## config.mk

```make
export PLATFORM = sky130hd
export DESIGN_NAME = tape_time_counter
export DESIGN_NICKNAME = d
export VERILOG_FILES = /design/src/rtl/tc_pkg.sv /design/src/rtl/tc_step_ctrl.sv /design/src/rtl/tc_digit_cell.sv /design/src/rtl/tape_time_counter.sv
export SDC_FILE = /design/constraint.sdc
export NUM_CORES = 1
export LEC_CHECK = 0
export ABC_CLOCK_PERIOD_IN_PS = 2250
export BUFFER_PORTS_ARGS = -buffer_cell sky130_fd_sc_hd__buf_2
export CORE_ASPECT_RATIO = 0.8
export CORE_MARGIN = 5
export CORE_UTILIZATION = 50
export DETAILED_ROUTE_END_ITERATION = 8
export GPL_TIMING_DRIVEN = 0
export PLACE_DENSITY_LB_ADDON = 0.25
export SYNTH_ARGS = -nofsm -noshare
export SYNTH_HDL_FRONTEND = slang
export SYNTH_SLANG_ARGS = --single-unit
export TNS_END_PERCENT = 30
```

## constraint.sdc

```tcl
create_clock -name clk -period 2.25 [get_ports clk]
set_input_delay 0 -clock clk [delete_from_list [all_inputs] [get_ports clk]]
set_output_delay 0 -clock clk [all_outputs]
set_load 0.02 [all_outputs]
```

## src/rtl/tc_pkg.sv

```systemverilog
// Package: shared constants and types for the tape time counter.
// Assumes digit index 0 is the seconds ones digit and index 5 the hours tens.
package tc_pkg;

    localparam int DIGIT_W    = 4;
    localparam int NUM_DIGITS = 6;

    // Requested step for the current cycle, already resolved for priority.
    typedef enum logic [1:0] {
        STEP_NONE = 2'd0,
        STEP_UP   = 2'd1,
        STEP_DOWN = 2'd2
    } step_e;

    // Highest value a digit reaches before it wraps; tens of min/sec stop at 5.
    function automatic int digit_top(input int idx);
        if (idx == 1 || idx == 3) begin
            return 5;
        end
        return 9;
    endfunction

endpackage

```

## src/rtl/tc_step_ctrl.sv

```systemverilog
// Module: tc_step_ctrl
// Turns the raw increment/decrement requests into one step command.
// Assumes the inputs are already synchronous to the counter clock.
// Increment wins when both requests are high.
module tc_step_ctrl
    import tc_pkg::*;
(
    input  logic  inc_i,
    input  logic  dec_i,
    output step_e step_o
);

    // Resolve the two requests into a single command with up-priority.
    always_comb begin
        if (inc_i) begin
            step_o = STEP_UP;
        end else if (dec_i) begin
            step_o = STEP_DOWN;
        end else begin
            step_o = STEP_NONE;
        end
    end

endmodule

```

## src/rtl/tc_digit_cell.sv

```systemverilog
// Module: tc_digit_cell
// One decimal digit of the counter.
// Counts 0..TOP up or down when the lower digits pass it a ripple enable.
// Assumes every lower digit sits at its limit whenever ripple_i is high
// (the top level builds this chain).
module tc_digit_cell
    import tc_pkg::*;
#(
    parameter int WIDTH = DIGIT_W,
    parameter int TOP   = 9
) (
    input  logic             clk,
    input  logic             rst_n,
    input  step_e            step_i,
    input  logic             ripple_i,
    output logic [WIDTH-1:0] digit_o,
    output logic             ripple_o
);

    localparam logic [WIDTH-1:0] TOP_V  = WIDTH'(TOP);
    localparam logic [WIDTH-1:0] ZERO_V = '0;

    logic [WIDTH-1:0] digit_q;
    logic             at_limit;

    // Decide whether this digit wraps on the current step direction.
    always_comb begin
        unique case (step_i)
            STEP_UP:   at_limit = (digit_q == TOP_V);
            STEP_DOWN: at_limit = (digit_q == ZERO_V);
            default:   at_limit = 1'b0;
        endcase
    end

    // Digit register: synchronous clear, then wrap or step by one.
    always_ff @(posedge clk) begin
        if (!rst_n) begin
            digit_q <= ZERO_V;
        end else if (ripple_i && step_i == STEP_UP) begin
            digit_q <= at_limit ? ZERO_V : digit_q + WIDTH'(1);
        end else if (ripple_i && step_i == STEP_DOWN) begin
            digit_q <= at_limit ? TOP_V : digit_q - WIDTH'(1);
        end
    end

    assign ripple_o = ripple_i & at_limit;
    assign digit_o  = digit_q;

endmodule

```

## src/rtl/tape_time_counter.sv

```systemverilog
// Module: tape_time_counter
// A six-digit BCD HH:MM:SS up/down counter whose hours run 00..99.
// One step control feeds a chain of digit cells.
// The ripple enable goes from the seconds ones digit up to the hours tens digit.
// Assumes the step inputs are synchronous; reset is synchronous, active low.
module tape_time_counter
    import tc_pkg::*;
(
    input  logic       clk,
    input  logic       rst_n,
    input  logic       inc_i,
    input  logic       dec_i,
    output logic [3:0] hr_tens,
    output logic [3:0] hr_ones,
    output logic [3:0] min_tens,
    output logic [3:0] min_ones,
    output logic [3:0] sec_tens,
    output logic [3:0] sec_ones
);

    step_e                step;
    logic [NUM_DIGITS:0]  ripple;
    logic [DIGIT_W-1:0]   digits [NUM_DIGITS];

    tc_step_ctrl u_step (
        .inc_i  (inc_i),
        .dec_i  (dec_i),
        .step_o (step)
    );

    // Any step request enables the lowest digit.
    assign ripple[0] = (step != STEP_NONE);

    generate
        for (genvar gi = 0; gi < NUM_DIGITS; gi++) begin : g_digit
            tc_digit_cell #(
                .WIDTH (DIGIT_W),
                .TOP   (digit_top(gi))
            ) u_cell (
                .clk      (clk),
                .rst_n    (rst_n),
                .step_i   (step),
                .ripple_i (ripple[gi]),
                .digit_o  (digits[gi]),
                .ripple_o (ripple[gi+1])
            );
        end
    endgenerate

    assign sec_ones = digits[0];
    assign sec_tens = digits[1];
    assign min_ones = digits[2];
    assign min_tens = digits[3];
    assign hr_ones  = digits[4];
    assign hr_tens  = digits[5];

endmodule

```

==> flow_summary.rst <==
.. list-table::
   :header-rows: 1

   * - Metric
     - Value
   * - Outcome
     - completed
   * - GR met2 Demand/Resource
     - 30.5%
   * - Distinct cell type count after synthesis
     - 62
   * - Min-Delay Startpoint
     - rst_n
   * - Hold WS
     - approximately 0.058 ns
   * - Areal power density over the cells
     - between 400 and 500 nW/um2
   * - Critical Setup Path Class
     - reg2reg
   * - Violation count after the first detailed-route iteration
     - approximately 110
   * - Layout area overhead
     - 22.7%
   * - Clock Pin Slew Worst Setup and Hold Paths
     - approximately 0.080 ns
   * - Launch point of the worst reg-to-reg path
     - g_digit[1].u_cell.digit_o[0]
   * - Endpoint arrival time on the critical path
     - about 2.3 ns
   * - Die H
     - between 60 and 70 um
   * - Overall overflow remaining after global route
     - 0
   * - Leakage Power
     - roughly 1.0 nW
   * - Synthesized cell area
     - around 2100 um2
   * - CTS tree
     - built
   * - Vias per Instance
     - ~5.9
   * - Total detailed-routing wirelength
     - 5370 um
   * - Most frequent cells in the layout
     - sky130_fd_sc_hd__buf_2 (27), sky130_fd_sc_hd__a21oi_1 (23), sky130_fd_sc_hd__ha_1 (20), sky130_fd_sc_hd__nor2_1 (19), sky130_fd_sc_hd__dfxtp_1 (17)
   * - Crit path capture type
     - flop
   * - Yosys warning count
     - 0
   * - Minimum setup slack in the final design
     - between 0.08 and 0.09 ns
   * - Synthesized flop and latch total
     - 24
   * - Layout Nets
     - approximately 310
   * - Root buffer selected by CTS
     - sky130_fd_sc_hd__clkbuf_8
   * - Upper clock frequency limit
     - 461 MHz
   * - Largest net degree at the start of global routing
     - 13
   * - Cells along the critical path
     - inv_1 -> ha_2 -> nand4bb_4 -> a211o_1 -> buf_6 -> nor3_4 -> buf_6 -> mux2_4 -> o21ai_2 -> a21oi_2
   * - Number of buffers added on ports
     - 26
   * - Clk network pwr share
     - 23.9%
   * - Crit-path leading delay family
     - compound AO/OA/AOI/OAI gates
   * - Launching element type of the critical path
     - flop
   * - Tightest slew margin relative to the limit
     - 59.4%
   * - Met1 Use GR
     - a little over a quarter
   * - Starting density of the core
     - 52.9%
   * - Maximum level of the CTS H-tree
     - 1
   * - Via count of the first global-routing pass
     - between 1500 and 2000
   * - Final setup skew
     - 0.00315 ns
   * - Clk Latency, worst-skew pair
     - approximately 0.27 ns
   * - Top-level port count
     - 28
   * - Final Cycle Share
     - a little over nine tenths
   * - CTS buffer count
     - 3
   * - Combinational fraction of design power
     - between 30 and 40%
   * - Global-route wire length before repair
     - 8220 um
   * - NetSw
     - 0.373 mW
   * - Number of max-slew violations in the final report
     - 0
   * - Placement-stage worst setup slack
     - -0.137 ns
   * - Deepest clock path buffer count
     - 2
   * - Required time of the worst setup path
     - around 2.4 ns
   * - Critical Path Most Common Cell
     - sky130_fd_sc_hd__buf_6
   * - DRC violations left
     - 0
   * - Worst slew pin tran
     - ~0.6 ns
   * - Initial antenna violation count
     - 0
   * - Core Util, Final
     - 64.9%
   * - Clk sinks
     - 24
   * - Count of flip-flops with a built-in enable after synthesis
     - 0
   * - Mean cell area of the mapped netlist
     - 8.48 um2
   * - Number of setup violations in the final report
     - 0
   * - Post-synthesis cell count
     - between 200 and 250
   * - Net Count, Synth
     - about 270
   * - Critical-path maximum fanout
     - 9
   * - Met3 track demand over resource
     - under 10%
   * - Crit-path slowest cell
     - sky130_fd_sc_hd__dfxtp_4
   * - Sw Ratio
     - 34.4%
   * - Detailed-placement wirelength estimate
     - 3550 um
   * - Post-detailed-route wirelength per cell
     - roughly 16 um
   * - Hold crit path type
     - in2reg
   * - Die extent in x
     - ~80 um
   * - Final hold violation count
     - 0
   * - Total Negative Setup Slacks
     - 0 ns
   * - Number of core rows
     - 20
   * - Share of async-settable or async-resettable flops after synthesis
     - 0%
   * - Main flop type after synthesis
     - sky130_fd_sc_hd__dfxtp_1
   * - Final Critical Period
     - around 2.2 ns
   * - Flip-flop count of the largest register, all copies and words added
     - 24
   * - Crit path buf inv count
     - 3
   * - DRT Pass-1 Iters
     - 5
   * - Grt peak-use layer
     - met2
   * - Critical path origin
     - g_digit[1].u_cell.digit_o[0]
   * - Largest vdd supply drop
     - ~0.27 mV
   * - Maximum capacitance violations
     - 0
   * - Antenna Cells
     - 0
   * - Floorplan die area
     - about 5500 um2
   * - Final estimated routing congestion in global placement
     - between 0.8 and 0.9
   * - Antenna viol nets, final
     - 0
   * - Sequential cell fraction of total power
     - 44.9%
   * - Delay of the slowest cell on the worst path
     - about 0.38 ns
   * - Power Internal
     - approximately 0.7 mW
   * - Unrepaired setup endpoints after global routing
     - true
   * - Core area
     - about 3900 um2
   * - Overall Global Routing Usage
     - between 10% and 20%
   * - Fraction of layout cells with a size suffix above 1
     - between 20% and 30%
   * - Register area share after synthesis
     - roughly a quarter
   * - Most common cell after layout, fill and taps aside
     - sky130_fd_sc_hd__buf_2
   * - Via count of the routed design
     - approximately 2000
-- timing repair --
action                                  CTS  global route
endpoints found under the setup margin    5            13
setup buffers                             4             9
resized for setup                         3            23
pin swaps                                 2             7
hold buffers                              0             0
-- logic make-up after synthesis --
| group | after synthesis | share of synthesized area [%] |
|---|---|---|
| muxes | 5 | 2.68 |
| xor gates and xnor gates | 6 | 2.56 |
| DFF | 24 | 23.4 |
| adders and majority gates | 23 | 14.0 |
| buffers and inverters | 25 | 5.61 |
| and+or+nand+nor | 85 | 26.5 |
| AOI/OAI and AO/OA | 74 | 25.2 |
-- Yosys cell counts (2+ instances only) --
| library cell | n | area (um2) |
|---|---|---|
| sky130_fd_sc_hd__a211o_1 | 2 | 17.5 |
| sky130_fd_sc_hd__a21o_1 | 4 | 30.0 |
| sky130_fd_sc_hd__a21oi_1 | 24 | 120 |
| sky130_fd_sc_hd__a21oi_2 | 2 | 17.5 |
| sky130_fd_sc_hd__a32oi_1 | 3 | 26.3 |
| sky130_fd_sc_hd__and3_1 | 3 | 18.8 |
| sky130_fd_sc_hd__buf_2 | 2 | 10.0 |
| sky130_fd_sc_hd__buf_6 | 2 | 22.5 |
| sky130_fd_sc_hd__clkbuf_1 | 4 | 15.0 |
| sky130_fd_sc_hd__dfxtp_1 | 24 | 480 |
| sky130_fd_sc_hd__ha_1 | 23 | 288 |
| sky130_fd_sc_hd__inv_1 | 15 | 56.3 |
| sky130_fd_sc_hd__mux2i_1 | 4 | 40.0 |
| sky130_fd_sc_hd__nand2_1 | 11 | 41.3 |
| sky130_fd_sc_hd__nand3_1 | 13 | 65.1 |
| sky130_fd_sc_hd__nand3_2 | 2 | 20.0 |
| sky130_fd_sc_hd__nand3b_1 | 3 | 22.5 |
| sky130_fd_sc_hd__nand4_1 | 4 | 25.0 |
| sky130_fd_sc_hd__nand4bb_1 | 3 | 33.8 |
| sky130_fd_sc_hd__nor2_1 | 19 | 71.3 |
| sky130_fd_sc_hd__nor2b_1 | 2 | 12.5 |
| sky130_fd_sc_hd__nor3_1 | 10 | 50.1 |
| sky130_fd_sc_hd__nor4_1 | 3 | 18.8 |
| sky130_fd_sc_hd__o211ai_1 | 3 | 22.5 |
| sky130_fd_sc_hd__o21ai_0 | 10 | 50.1 |
| sky130_fd_sc_hd__o21ai_1 | 2 | 10.0 |
| sky130_fd_sc_hd__o22ai_1 | 2 | 12.5 |
| sky130_fd_sc_hd__o31ai_1 | 2 | 15.0 |
| sky130_fd_sc_hd__or4_1 | 4 | 30.0 |
| sky130_fd_sc_hd__xnor2_1 | 5 | 43.8 |
-- final timing paths --
kind / endpoint / slack (ns) / cells after the start
setup / recovery: g_digit[4].u_cell.digit_o[3] / 0.08 / 10
hold / removal: g_digit[1].u_cell.digit_o[0] / 0.06 / 3
setup reg to reg: g_digit[4].u_cell.digit_o[3] / 0.08 / 10
hold reg to reg: g_digit[1].u_cell.digit_o[0] / 0.50 / 1
-- tightest hold or removal path, delay by kind of cell --
family          cells  cell delay (ns)
buf+inv             1             0.15
compound gates      2             0.14
-- final cells by class --
type	instances	area, um2
plain buffers	10	61.3
clock buffers	3	41.3
fillers	336	1360
inverters	15	56.3
multi-input cells	193	1560
flip-flops and latches	24	492
well taps	55	68.8
repair buffers	39	239
-- routing by layer --
| layer | up-vias | share of wire, % |
|---|---|---|
| met2 | 64 | 44 |
| met4 | 0 | 0.95 |
| met5 | - | 0 |
| met1 | 930 | 50 |
| li1 | 994 | - |
| met3 | 8 | 5.0 |
-- power groups by stage --
stage | combinational [mW] | clock (mW) | sequential [mW]
after floorplan | 0.195 | 0 | 0.509
after global placement | 0.281 | 0 | 0.490
after detailed placement | 0.285 | 0 | 0.491
after CTS | 0.293 | 0.267 | 0.481
after global routing | 0.366 | 0.285 | 0.490
final | 0.338 | 0.259 | 0.485
-- stage by stage --
stage	std cells	cell area, um2	power (mW)
after detailed placement	323	2260	0.776
after CTS	330	2350	1.04
after global placement	323	2260	0.771
after global routing	339	2520	1.14
after floorplan	242	2060	0.704
final	339	2520	1.08
(Power assumes the default switching activity.)
